File: config.mk
export PLATFORM = sky130hd
export DESIGN_NAME = irq_flag_ctrl
export DESIGN_NICKNAME = d
export VERILOG_FILES = /design/src/rtl/irq_flag_pkg.sv /design/src/rtl/irq_pick.sv /design/src/rtl/irq_flag_bank.sv /design/src/rtl/irq_flag_ctrl.sv
export SDC_FILE = /design/constraint.sdc
export NUM_CORES = 1
export LEC_CHECK = 0
export ABC_AREA = 1
export BUFFER_PORTS_ARGS = -buffer_cell sky130_fd_sc_hd__buf_2
export CAP_MARGIN = 15
export CORE_ASPECT_RATIO = 0.6
export CORE_MARGIN = 2
export CORE_UTILIZATION = 45
export CTS_CLUSTER_SIZE = 8
export DETAILED_ROUTE_END_ITERATION = 8
export PLACE_DENSITY = 0.69
export SYNTH_ARGS = -nofsm -noshare
export SYNTH_HDL_FRONTEND = slang
export SYNTH_SLANG_ARGS = --single-unit
File: constraint.sdc
create_clock -name clk -period 2.3 [get_ports clk]
set_input_delay 0.575 -clock clk [delete_from_list [all_inputs] [get_ports clk]]
set_output_delay 0.575 -clock clk [all_outputs]
set_load 0.02 [all_outputs]
File: src/rtl/irq_flag_pkg.sv
package irq_flag_pkg;
    typedef enum logic [2:0] {
        RA_FLAG = 3'd0,
        RA_EN   = 3'd1,
        RA_MODE = 3'd2,
        RA_GIE  = 3'd3,
        RA_GRP  = 3'd4
    } reg_addr_e;

    function automatic logic in_grp(input int unsigned s, input int unsigned lo,
                                    input int unsigned hi);
        return (s >= lo) && (s <= hi);
    endfunction
endpackage

File: src/rtl/irq_pick.sv
module irq_pick #(
    parameter int N  = 8,
    parameter int IW = 3
) (
    input  logic [N-1:0]  req,
    output logic          vld,
    output logic [IW-1:0] idx
);
    always_comb begin
        idx = '0;
        for (int i = N - 1; i >= 0; i--) begin
            if (req[i]) idx = IW'(i);
        end
        vld = |req;
    end
endmodule

File: src/rtl/irq_flag_bank.sv
module irq_flag_bank #(
    parameter int N = 8
) (
    input  logic         clk,
    input  logic         rst,
    input  logic [N-1:0] set_i,
    input  logic [N-1:0] clr_i,
    output logic [N-1:0] pend_o
);
    for (genvar g = 0; g < N; g++) begin : g_bit
        always_ff @(posedge clk) begin
            if (rst)            pend_o[g] <= 1'b0;
            else if (set_i[g])  pend_o[g] <= 1'b1;
            else if (clr_i[g])  pend_o[g] <= 1'b0;
        end
    end
endmodule

File: src/rtl/irq_flag_ctrl.sv
module irq_flag_ctrl
    import irq_flag_pkg::*;
#(
    parameter int NSRC   = 8,
    parameter int GRP_LO = 4,
    parameter int GRP_HI = 6,
    localparam int IW    = $clog2(NSRC)
) (
    input  logic            clk,
    input  logic            rst,
    input  logic [NSRC-1:0] evt,
    output logic            irq_req,
    output logic [IW-1:0]   irq_vec,
    input  logic            irq_ack,
    input  logic            reti,
    input  logic            reti_gie,
    input  logic            reg_we,
    input  logic [2:0]      reg_addr,
    input  logic [NSRC-1:0] reg_wdata,
    output logic [NSRC-1:0] reg_rdata
);
    logic [NSRC-1:0] pend, en, mode, elig, grp_mask, grp_pend;
    logic [NSRC-1:0] sw_clr, ack_clr;
    logic            gie, win_vld, grp_vld, take;
    logic [IW-1:0]   win_idx, grp_idx;
    reg_addr_e       ra;

    assign ra = reg_addr_e'(reg_addr);

    for (genvar g = 0; g < NSRC; g++) begin : g_grp
        assign grp_mask[g] = in_grp(g, GRP_LO, GRP_HI);
    end

    assign elig     = pend & en & {NSRC{gie}};
    assign grp_pend = pend & grp_mask;

    irq_pick #(.N(NSRC), .IW(IW)) u_win (.req(elig),     .vld(win_vld), .idx(win_idx));
    irq_pick #(.N(NSRC), .IW(IW)) u_grp (.req(grp_pend), .vld(grp_vld), .idx(grp_idx));

    assign irq_req = win_vld;
    assign irq_vec = grp_mask[win_idx] ? IW'(GRP_LO) : win_idx;
    assign take    = irq_ack && win_vld;

    always_comb begin
        sw_clr  = (reg_we && ra == RA_FLAG) ? reg_wdata : '0;
        ack_clr = (take && mode[win_idx]) ? (NSRC'(1) << win_idx) : '0;
    end

    irq_flag_bank #(.N(NSRC)) u_bank (
        .clk   (clk),
        .rst   (rst),
        .set_i (evt),
        .clr_i (sw_clr | ack_clr),
        .pend_o(pend)
    );

    always_ff @(posedge clk) begin
        if (rst) begin
            en   <= '0;
            mode <= '0;
            gie  <= 1'b0;
        end else begin
            if (reg_we && ra == RA_EN)   en   <= reg_wdata;
            if (reg_we && ra == RA_MODE) mode <= reg_wdata;
            if (take)                        gie <= 1'b0;
            else if (reti)                   gie <= reti_gie;
            else if (reg_we && ra == RA_GIE) gie <= reg_wdata[0];
        end
    end

    always_comb begin
        case (ra)
            RA_FLAG: reg_rdata = pend;
            RA_EN:   reg_rdata = en;
            RA_MODE: reg_rdata = mode;
            RA_GIE:  reg_rdata = NSRC'(gie);
            RA_GRP:  reg_rdata = grp_vld ? NSRC'(grp_idx) : '1;
            default: reg_rdata = '0;
        endcase
    end
endmodule

==> results.tsv, run 1 <==
metric	value	unit
outcome	finished clean	
syn-mean-instance-area	6.72	sq um
achievable-frequency	0.444	GHz
worst_pin_slew	470	ps
ys.flop_type	dfxtp_1	
seqPwrFrac	51.9	%
avgRoutedWirePerCell	14.3	microns
die_area	4080	sq um
vias_in_the_first_global_route	1514	
synth.largest_area_cell	dfxtp_1	
die_height	50.3	microns
cp_data_required_time	1730	ps
synth_sequential_area_ratio	31.2	%
synthMostInstantiatedCell	nand2_1	
place_area	1860	sq um
synth_top_cells_by_count	49 x nand2_1, 35 x inv_1, 28 x nor2_1	
drt_pre_antenna_iters	5	
cts_hold_buffers	0	
setup_viol_count_final	0	
dr_total_vias	1774	
synth_cell_types	31	
power.clock.fraction	30.2	%
bufs_on_longest_clock_path	2	
floorplan.rows	16	
power.internal	642	uW
cp-end-kind	output port	
globalplace.congestion	0.921	
drv_cap	0	
area_growth_syn_to_layout	26.6	%
floorplan.initialDensity	48.1	%
crit_path_max_fanout	8	
swShare	30.4	%
yosys_register_bits	25	
clk_latency	280	ps
cts_max_level	1	
portBuffers	36	
post_route_cells_drive_above_1_share	31.3	%
number_of_buffers_created_by_cts	3	
vdd.ir_drop.worst	0.337	mV
cts_tree	yes	
synthArstFlopShare	0	%
stdcell_area	2030	sq um
worst_clk_skew	3.45	ps
postSynthNetCount	264	
grt_util_all_layers	23.8	%
worst-setup-path-type	reg2out	
synth_top_area_share	31.2	%
clkSlewWorstSetupHoldPaths	90	ps
root_buffer	clkbuf_8	
core-area	3340	sq um
dp_hpwl	3.54	mm
power_frac_comb	18.0	%
grt_start_max_net_pins	26	
layout.nets	314	
timing.max_slew.rel_slack	68.7	%
grt_pass1_wl	7.33	mm
antenna_violating_nets_left	0	
cp_data_arrival_time	1680	ps
grt-ovfl-total	0	
cts_sinks	25	
synthTopCellsByArea	dfxtp_1 31%, nand2_1 11%, inv_1 8.2%, nor2_1 6.5%, nand3_1 6.2%	
drt_iter0_markers	186	
hold_viol	0	
utilization	60.9	%
p_sw	281	uW
period_minus_slack	2250	ps
synthesis.instances	239	
synthesis.area	1610	sq um
yosys_warnings	0	
share_of_the_cycle_needed_by_the_critical_path_after_routing	97.9	%
critPathLaunchType	flop	
grt_antenna_before_repair	0	
leakage	0.000952	uW
finalHoldWorstSlack	492	ps
floorplan.die.width	81.1	microns
hold_path_class	reg2reg	
power-per-cell-area	454	nW/um^2
detail_route.wirelength	4.75	mm
n_antenna_cell	0	
top_level_ports	37	
viasPerCell	5.33	
drc	0	
slew_violations	0	
synth_enable_flop_cells	0	
==> area by class of cell <==
class,count,area (sq um)
repair buffers,53,313
inverters,36,135
flip-flops and latches,25,508
multi-input cells,170,973
clock inverters,1,7.51
well taps,45,56.3
clock buffers,3,41.3
fillers,322,1310
==> registers in the layout, summed over array words and instances (netlist names) <==
signal	cells
u_bank.pend_o	8
gie	1
en	8
mode	8
==> stage by stage <==
stage | setup TNS, ps | setup WS, ps | power [uW] | cells
floorplan | 0 | 194 | 578 | 239
global placement | 0 | 101 | 638 | 320
detailed placement | 0 | 18.6 | 640 | 320
CTS | 0 | 2.97 | 914 | 324
global route | -61.5 | -37.1 | 971 | 333
finish | 0 | 49.0 | 923 | 333
==> what timing repair did <==
item,4_1_cts,5_1_grt
endpoints found under the setup margin,3,10
resized for setup,1,16
pin swaps,0,3
setup buffers,0,9
==> layout by cell type (no fill, tap or decap), drive strengths merged <==
cell / count
nand2: 57
a2111oi: 1
a32oi: 1
clkbuf: 3
nand4: 4
nor4: 1
clkinvlp: 1
nand3: 26
nor2: 30
o211ai: 1
inv: 36
o2111ai: 5
a211o: 2
o21ai: 7
dfxtp: 25
a21boi: 1
buf: 53
a211oi: 13
a21oi: 14
nor3: 7
==> metal layers <==
layer  GRT usage, %  wire length [microns]
met3           6.12                    365
met4           5.93                     48
met5              0                      0
met2           34.0                   2040
met1           35.2                   2290
==> power by group through the flow <==
| stage | clock [uW] | combinational [uW] | sequential [uW] |
|---|---|---|---|
| 2_1_floorplan | 0 | 101 | 476 |
| 3_3_place_gp | 0 | 151 | 486 |
| 3_5_place_dp | 0 | 153 | 486 |
| 4_1_cts | 283 | 154 | 477 |
| 5_1_grt | 307 | 183 | 482 |
| 6_report | 278 | 166 | 479 |
==> logic make-up after synthesis <==
kind of cell	Yosys count	share of synthesized area [%]
simple gates	125	38.4
compound gates	45	19.6
buf+inv	44	10.8
flops	25	31.2
==> worst max-delay path: stages (launching register included) <==
cell	delay [ps]
dfxtp_4	430
buf_4	140
nand3_2	110
nand2_4	120
inv_2	50
a21oi_4	140
inv_1	90
a21oi_2	150
buf_4	170
==> worst paths after layout <==
check	slack [ps]	from	end	depth (start not counted)
worst max-delay path	50	gie$_SDFFE_PP0P_	irq_vec[0]	8
worst max register to register	240	u_bank.pend_o[4]$_SDFFE_PP0P_	u_bank.pend_o[7]$_SDFFE_PP0P_	15
worst min register to register	490	en[3]$_SDFFE_PP0P_	en[3]$_SDFFE_PP0P_	2
worst min-delay path	490	en[3]$_SDFFE_PP0P_	en[3]$_SDFFE_PP0P_	2
Power figures use the tool's default switching activity.
==> run 2, diff against run 1 <==
--- a/config.mk
+++ b/config.mk
@@ -10,10 +10,10 @@
 export CAP_MARGIN = 15
 export CORE_ASPECT_RATIO = 0.6
 export CORE_MARGIN = 2
-export CORE_UTILIZATION = 45
+export CORE_UTILIZATION = 40
 export CTS_CLUSTER_SIZE = 8
 export DETAILED_ROUTE_END_ITERATION = 8
-export PLACE_DENSITY = 0.69
+export REMOVE_ABC_BUFFERS = 1
 export SYNTH_ARGS = -nofsm -noshare
 export SYNTH_HDL_FRONTEND = slang
 export SYNTH_SLANG_ARGS = --single-unit
==> run 2 against run 1 <==
Compared with the run above:
- the flow now finishes with violations (DRC)
- critical path depth increased by 3
- die area increased by 12%
- cell count decreased by 1.5%
- sequential power about the same
- sequential share of layout area increased by 0.73 points
- wire length decreased by 1.3%
- flip-flop and latch count unchanged
- power decreased by 1.1%
- global-route usage decreased by 1.8 points
- hold slack improved by 3.4 ps
- combinational power about the same
- non-clock buffer count decreased by 7
==> results.tsv, run 2 (synthesis gave the netlist of run 1 again) <==
metric	value	unit	change
worst_path_largest_cell_delay	400	ps	-30 ps
cts_max_level	1		unchanged
multi_input_logic_area	971	sq um	-0.26%
design_power_total	912	uW	-1.1%
worst_pin_slew	457	ps	-13.1 ps
clkSlewWorstSetupHoldPaths	90	ps	about the same
hold_path_class	reg2reg		
fin_setup_tns	0	ps	unchanged
utilization	52.5	%	-8.3 points
grt_pass1_wl	7.42	mm	+1.3%
avgRoutedWirePerCell	14.3	microns	+0.20%
drt_pre_antenna_iters	6		+1
drc	3		+3
area_growth_syn_to_layout	23.1	%	
cp-end-kind	output port		
die_area	4560	sq um	+12%
p_sw	275	uW	-2.1%
cts_hold_buffers	0		unchanged
dp_hpwl	3.63	mm	+2.5%
slew_violations	0		unchanged
drv_cap	0		unchanged
layout_commonest_cell	nand2_1		
cp_data_required_time	1730	ps	about the same
portBuffers	36		unchanged
cp_data_arrival_time	1620	ps	-60 ps
floorplan.initialDensity	42.7	%	-5.4 points
critPathLaunchType	flop		
number_of_buffers_created_by_cts	3		unchanged
critical-path-slowest-cell	dfxtp_4		
hold_viol	0		unchanged
root_buffer	clkbuf_8		
power_frac_comb	18.1	%	about the same
floorplan.die.width	85.8	microns	+5.8%
rsz0062_at_grt	no		
failing_checks	DRC		
cpMostUsedCell	nand2_1		
top_regs	en: 8 flops, mode: 8 flops, u_bank.pend_o: 8 flops		
power-per-cell-area	461	nW/um^2	+1.7%
post_route_cells_drive_above_1_share	29.5	%	-1.7 points
bufs_on_longest_clock_path	2		unchanged
grt-ovfl-total	0		unchanged
register_area	508	sq um	unchanged
fill_cells	398		+24%
antenna_violating_nets_left	0		unchanged
power.internal	637	uW	-0.74%
crit_path_max_fanout	9		+1
floorplan.rows	17		+1
worst_clk_skew	2.30	ps	-1.15 ps
most-common-layout-cells	47 x nand2_1, 35 x buf_2, 34 x inv_1		
detail_route.wirelength	4.69	mm	-1.3%
swShare	30.1	%	-0.29 points
core-area	3760	sq um	+13%
globalplace.congestion	0.893		-3.0%
outcome	finished, violations left		
layout.nets	307		-2.2%
period_minus_slack	2200	ps	-53.6 ps
drt_iter0_markers	148		-20%
viasPerCell	5.16		-3.2%
leakage	0.000911	uW	-4.3%
cts_tree	yes		
achievable-frequency	0.455	GHz	+2.4%
vdd.ir_drop.worst	0.252	mV	-25%
n_antenna_cell	0		unchanged
power.clock.fraction	29.7	%	-0.5 points
dr_total_vias	1691		-4.7%
finalHoldWorstSlack	495	ps	+3.39 ps
grt_util_all_layers	22.0	%	-1.8 points
grt_start_max_net_pins	26		unchanged
cp_cell_sequence	nand2_2 -> nor2_1 -> nand2_1 -> nand2_1 -> nand2_1 -> nand2_1 -> nand2_2 -> nand2_4 -> nand2_4 -> a21oi_1 -> buf_2		
share_of_the_cycle_needed_by_the_critical_path_after_routing	95.5	%	-2.3 points
timing.max_slew.rel_slack	68.8	%	+0.083 points
setup_viol_count_final	0		unchanged
worst-setup-path-type	reg2out		
top_level_ports	37		unchanged
seqPwrFrac	52.2	%	+0.3 points
cts_sinks	25		unchanged
grt_antenna_before_repair	0		unchanged
clk_latency	270	ps	about the same
die_height	53.1	microns	+5.6%
vias_in_the_first_global_route	1478		-2.4%
[run 2: routing by layer]
layer  share of wire (%)  GRT usage [%]  vias up
li1                    -              -      884
met1                  55           34.4      754
met2                  38           31.0       51
met3                 6.8           4.21        2
met4                0.30           3.17        0
met5                   0              0        -
[run 2: per-stage QoR]
step | area (sq um) | cells | setup slack (ps)
finish | 1980 | 328 | 103
global route | 1980 | 328 | 3.44
CTS | 1920 | 326 | 19.7
detailed placement | 1870 | 322 | 27.1
floorplan | 1570 | 231 | 14.0
global placement | 1870 | 322 | 20.8
[run 2: cell type report]
class / count / area share [%]
clock buffers: 3 / 2.09
inverters: 36 / 6.84
clock inverters: 1 / 0.253
multi-input cells: 170 / 49.1
repair buffers: 46 / 13.0
flip-flops and latches: 25 / 25.7
well taps: 47 / 2.97
[run 2: worst paths after layout]
check	startpoint	endpoint	slack, ps	depth (start not counted)
max	gie$_SDFFE_PP0P_	irq_vec[1]	100	11
min	en[7]$_SDFFE_PP0P_	en[7]$_SDFFE_PP0P_	500	2
max reg2reg	gie$_SDFFE_PP0P_	u_bank.pend_o[5]$_SDFFE_PP0P_	330	10
min reg2reg	en[7]$_SDFFE_PP0P_	en[7]$_SDFFE_PP0P_	500	2
[run 2: worst max-delay path: cells and delay by family (launching register included)]
kind	cells	cell delay, ps
AND/OR/NAND/NOR	9	640
flip-flops	1	400
AO/OA/AOI/OAI	1	120
buffers and inverters	1	170
[run 2: power groups by stage]
stage	registers, uW	logic (uW)	clock network (uW)
2_1_floorplan	480	86.8	0
3_3_place_gp	487	153	0
3_5_place_dp	487	154	0
4_1_cts	477	155	275
5_1_grt	479	184	295
6_report	476	165	271
[run 2: what timing repair did]
action | CTS | global route
setup buffers | 0 | 2
setup endpoints to repair | 4 | 7
pin swaps | 0 | 1
gates resized for setup | 2 | 14
==> run 3, diff against run 2 <==
==> constraint.sdc (replaced) <==
create_clock -name clk -period 2.6 [get_ports clk]
set_input_delay 0.65 -clock clk [delete_from_list [all_inputs] [get_ports clk]]
set_output_delay 0.65 -clock clk [all_outputs]
set_load 0.02 [all_outputs]
==> run 3 against run 2 <==
Compared with the run above:
- the run still ends with DRC left
- critical endpoint is now reg_rdata[6]
- setup slack improved by 46 ps
- highest routed layer unchanged
- sequential share of layout area up 1.1 points
- core utilization shrank 2.5 points
- critical path depth fell by 4
- first-iteration DRC count decreased by 16%
- non-clock buffer count decreased by 7
- cell count down 2.1%
==> results.tsv, run 3 (synthesis gave the netlist of run 1 again) <==
metric	value	unit	change
rsz0062_at_grt	no		
die_height	53.1	microns	unchanged
cts_tree	yes		
stdcell_area	1880	sq um	-4.7%
drt_iter0_markers	124		-16%
swShare	30.7	%	+0.58 points
drv_cap	0		unchanged
vias_in_the_first_global_route	1403		-5.1%
hold_viol	0		unchanged
n_antenna_cell	0		unchanged
outcome	finished, violations left		
share_of_the_cycle_needed_by_the_critical_path_after_routing	94.3	%	
leakage	0.000869	uW	-4.7%
cp-end-kind	output port		
root_buffer	clkbuf_8		
bufs_on_longest_clock_path	2		unchanged
cts_post_setup_buffers_inserted	0		unchanged
die_area	4560	sq um	unchanged
grt_util_all_layers	21.2	%	-0.72 points
power.internal	563	uW	-12%
drt_pre_antenna_iters	6		unchanged
power_frac_comb	16.3	%	-1.8 points
clkSlewWorstSetupHoldPaths	100	ps	about the same
setup.worst_path.start	reg_addr[0]		
antenna_violating_nets_left	0		unchanged
hold_path_end	mode[5]$_SDFFE_PP0P_		
finalHoldWorstSlack	499	ps	+3.92 ps
avgRoutedWirePerCell	13.9	microns	-3.0%
floorplan.rows	17		unchanged
cp_data_arrival_time	1800	ps	+180 ps
fin_setup_tns	0	ps	unchanged
design_power_total	813	uW	-11%
regToRegSetupSlack	590	ps	+260 ps
dp_hpwl	3.46	mm	-4.6%
regToRegStartpoint	u_bank.pend_o[7]$_SDFFE_PP0P_		
multi_input_logic_area	932	sq um	-4.0%
floorplan.initialDensity	42.7	%	unchanged
globalplace.congestion	0.832		-6.8%
detail_route.wirelength	4.45	mm	-5.0%
worst-setup-path-type	in2out		
layout_commonest_cell	nand2_1		
seqPwrFrac	52.1	%	about the same
drc	3		unchanged
power-per-cell-area	432	nW/um^2	-6.4%
cp_data_required_time	1950	ps	+220 ps
top_regs	en: 8 flops, mode: 8 flops, u_bank.pend_o: 8 flops		
crit_path_max_fanout	5		-4
viasPerCell	5.03		-2.4%
slew_violations	0		unchanged
achievable-frequency	0.408	GHz	
period_minus_slack	2450	ps	
grt_pass1_wl	7.20	mm	-3.0%
top_level_ports	37		unchanged
portBuffers	36		unchanged
area_growth_syn_to_layout	17.2	%	
worst_clk_skew	5.85	ps	+3.55 ps
worst_pin_slew	578	ps	+121 ps
vdd.ir_drop.worst	0.224	mV	-11%
p_sw	250	uW	-9.1%
power.clock.fraction	31.6	%	+1.9 points
grt_antenna_before_repair	0		unchanged
hold_path_class	reg2reg		
reg2reg_to	u_bank.pend_o[5]$_SDFFE_PP0P_		
dr_total_vias	1616		-4.4%
place_area	1830	sq um	-2.0%
post_route_cells_drive_above_1_share	24.1	%	-5.4 points
floorplan.die.width	85.8	microns	unchanged
hold_start	mode[5]$_SDFFE_PP0P_		
critPathLaunchType	input port		
core-area	3760	sq um	unchanged
cts_sinks	25		unchanged
fill_cells	376		-5.5%
grt_start_max_net_pins	26		unchanged
cts_max_level	1		unchanged
failing_checks	DRC		
setup_viol_count_final	0		unchanged
cell_count_of_the_worst_hold_path	2		unchanged
dp_worst_setup_slack	196	ps	+169 ps
worstRegToRegCells	9		-1
fin_ws	149	ps	+46.1 ps
grt-ovfl-total	0		unchanged
number_of_buffers_created_by_cts	3		unchanged
clk_latency	290	ps	+20 ps
cts_hold_buffers	0		unchanged
register_area	504	sq um	-0.74%
timing.max_slew.rel_slack	60.5	%	-8.3 points
most-common-layout-cells	49 x nand2_1, 36 x buf_2, 35 x inv_1		
layout.nets	300		-2.3%
-- run 3: cell types whose count changed in the layout (fill, tap and decap cells not counted), moves of 2 or more --
cell and delta:
nand2_1 +2, dfxtp_1 +3, buf_4 -7, dfxtp_2 -3
-- run 3: metrics by stage --
step	instances	utilization, %
2_1_floorplan	231	-
3_3_place_gp	317	48.6
3_5_place_dp	317	48.6
4_1_cts	321	50.0
5_1_grt	321	50.0
6_report	321	50.0
-- run 3: worst max path at each step --
stage                         to  slack (ps)  cells after the start
global route        reg_rdata[7]          40                      7
global placement    reg_rdata[6]         190                      7
detailed placement  reg_rdata[6]         200                      7
CTS                   irq_vec[0]         140                      7
finish              reg_rdata[6]         150                      7
floorplan           reg_rdata[3]         160                      3
-- run 3: per-layer routing --
layer / part of all wire [%] / routed length (microns) / track usage (%)
met1: 56 / 2500 / 34.1
met2: 35 / 1560 / 26.8
met3: 7.9 / 351 / 4.84
met4: 0.74 / 33 / 5.82
met5: 0 / 0 / 0
-- run 3: timing repair --
action | in CTS | in global routing
resized for setup | 1 | 1
gates cloned | 0 | 0
setup endpoints to repair | 2 | 1
pin swaps | 0 | 0
-- run 3: final cells by class --
cell class	instances	share of cell area [%]
clock buffer	3	2.19
clock inverter	1	0.465
inverter	36	7.18
multi-input combinational	170	49.5
sequential	25	26.8
tap	47	3.12
timing repair buffer	39	10.8
-- run 3: power groups by stage --
stage | clock network (uW) | registers (uW) | logic (uW)
after global routing | 284 | 426 | 149
after detailed placement | 0 | 432 | 132
after floorplan | 0 | 425 | 76.8
after global placement | 0 | 432 | 133
after CTS | 262 | 423 | 133
final | 257 | 423 | 133
-- run 3: worst max-delay path: stages --
cell and delay, ps:
buf_2 120, nor2_1 140, nand2_1 90, nor3_1 230, nand2_1 220, o2111ai_1 140
buf_2 210
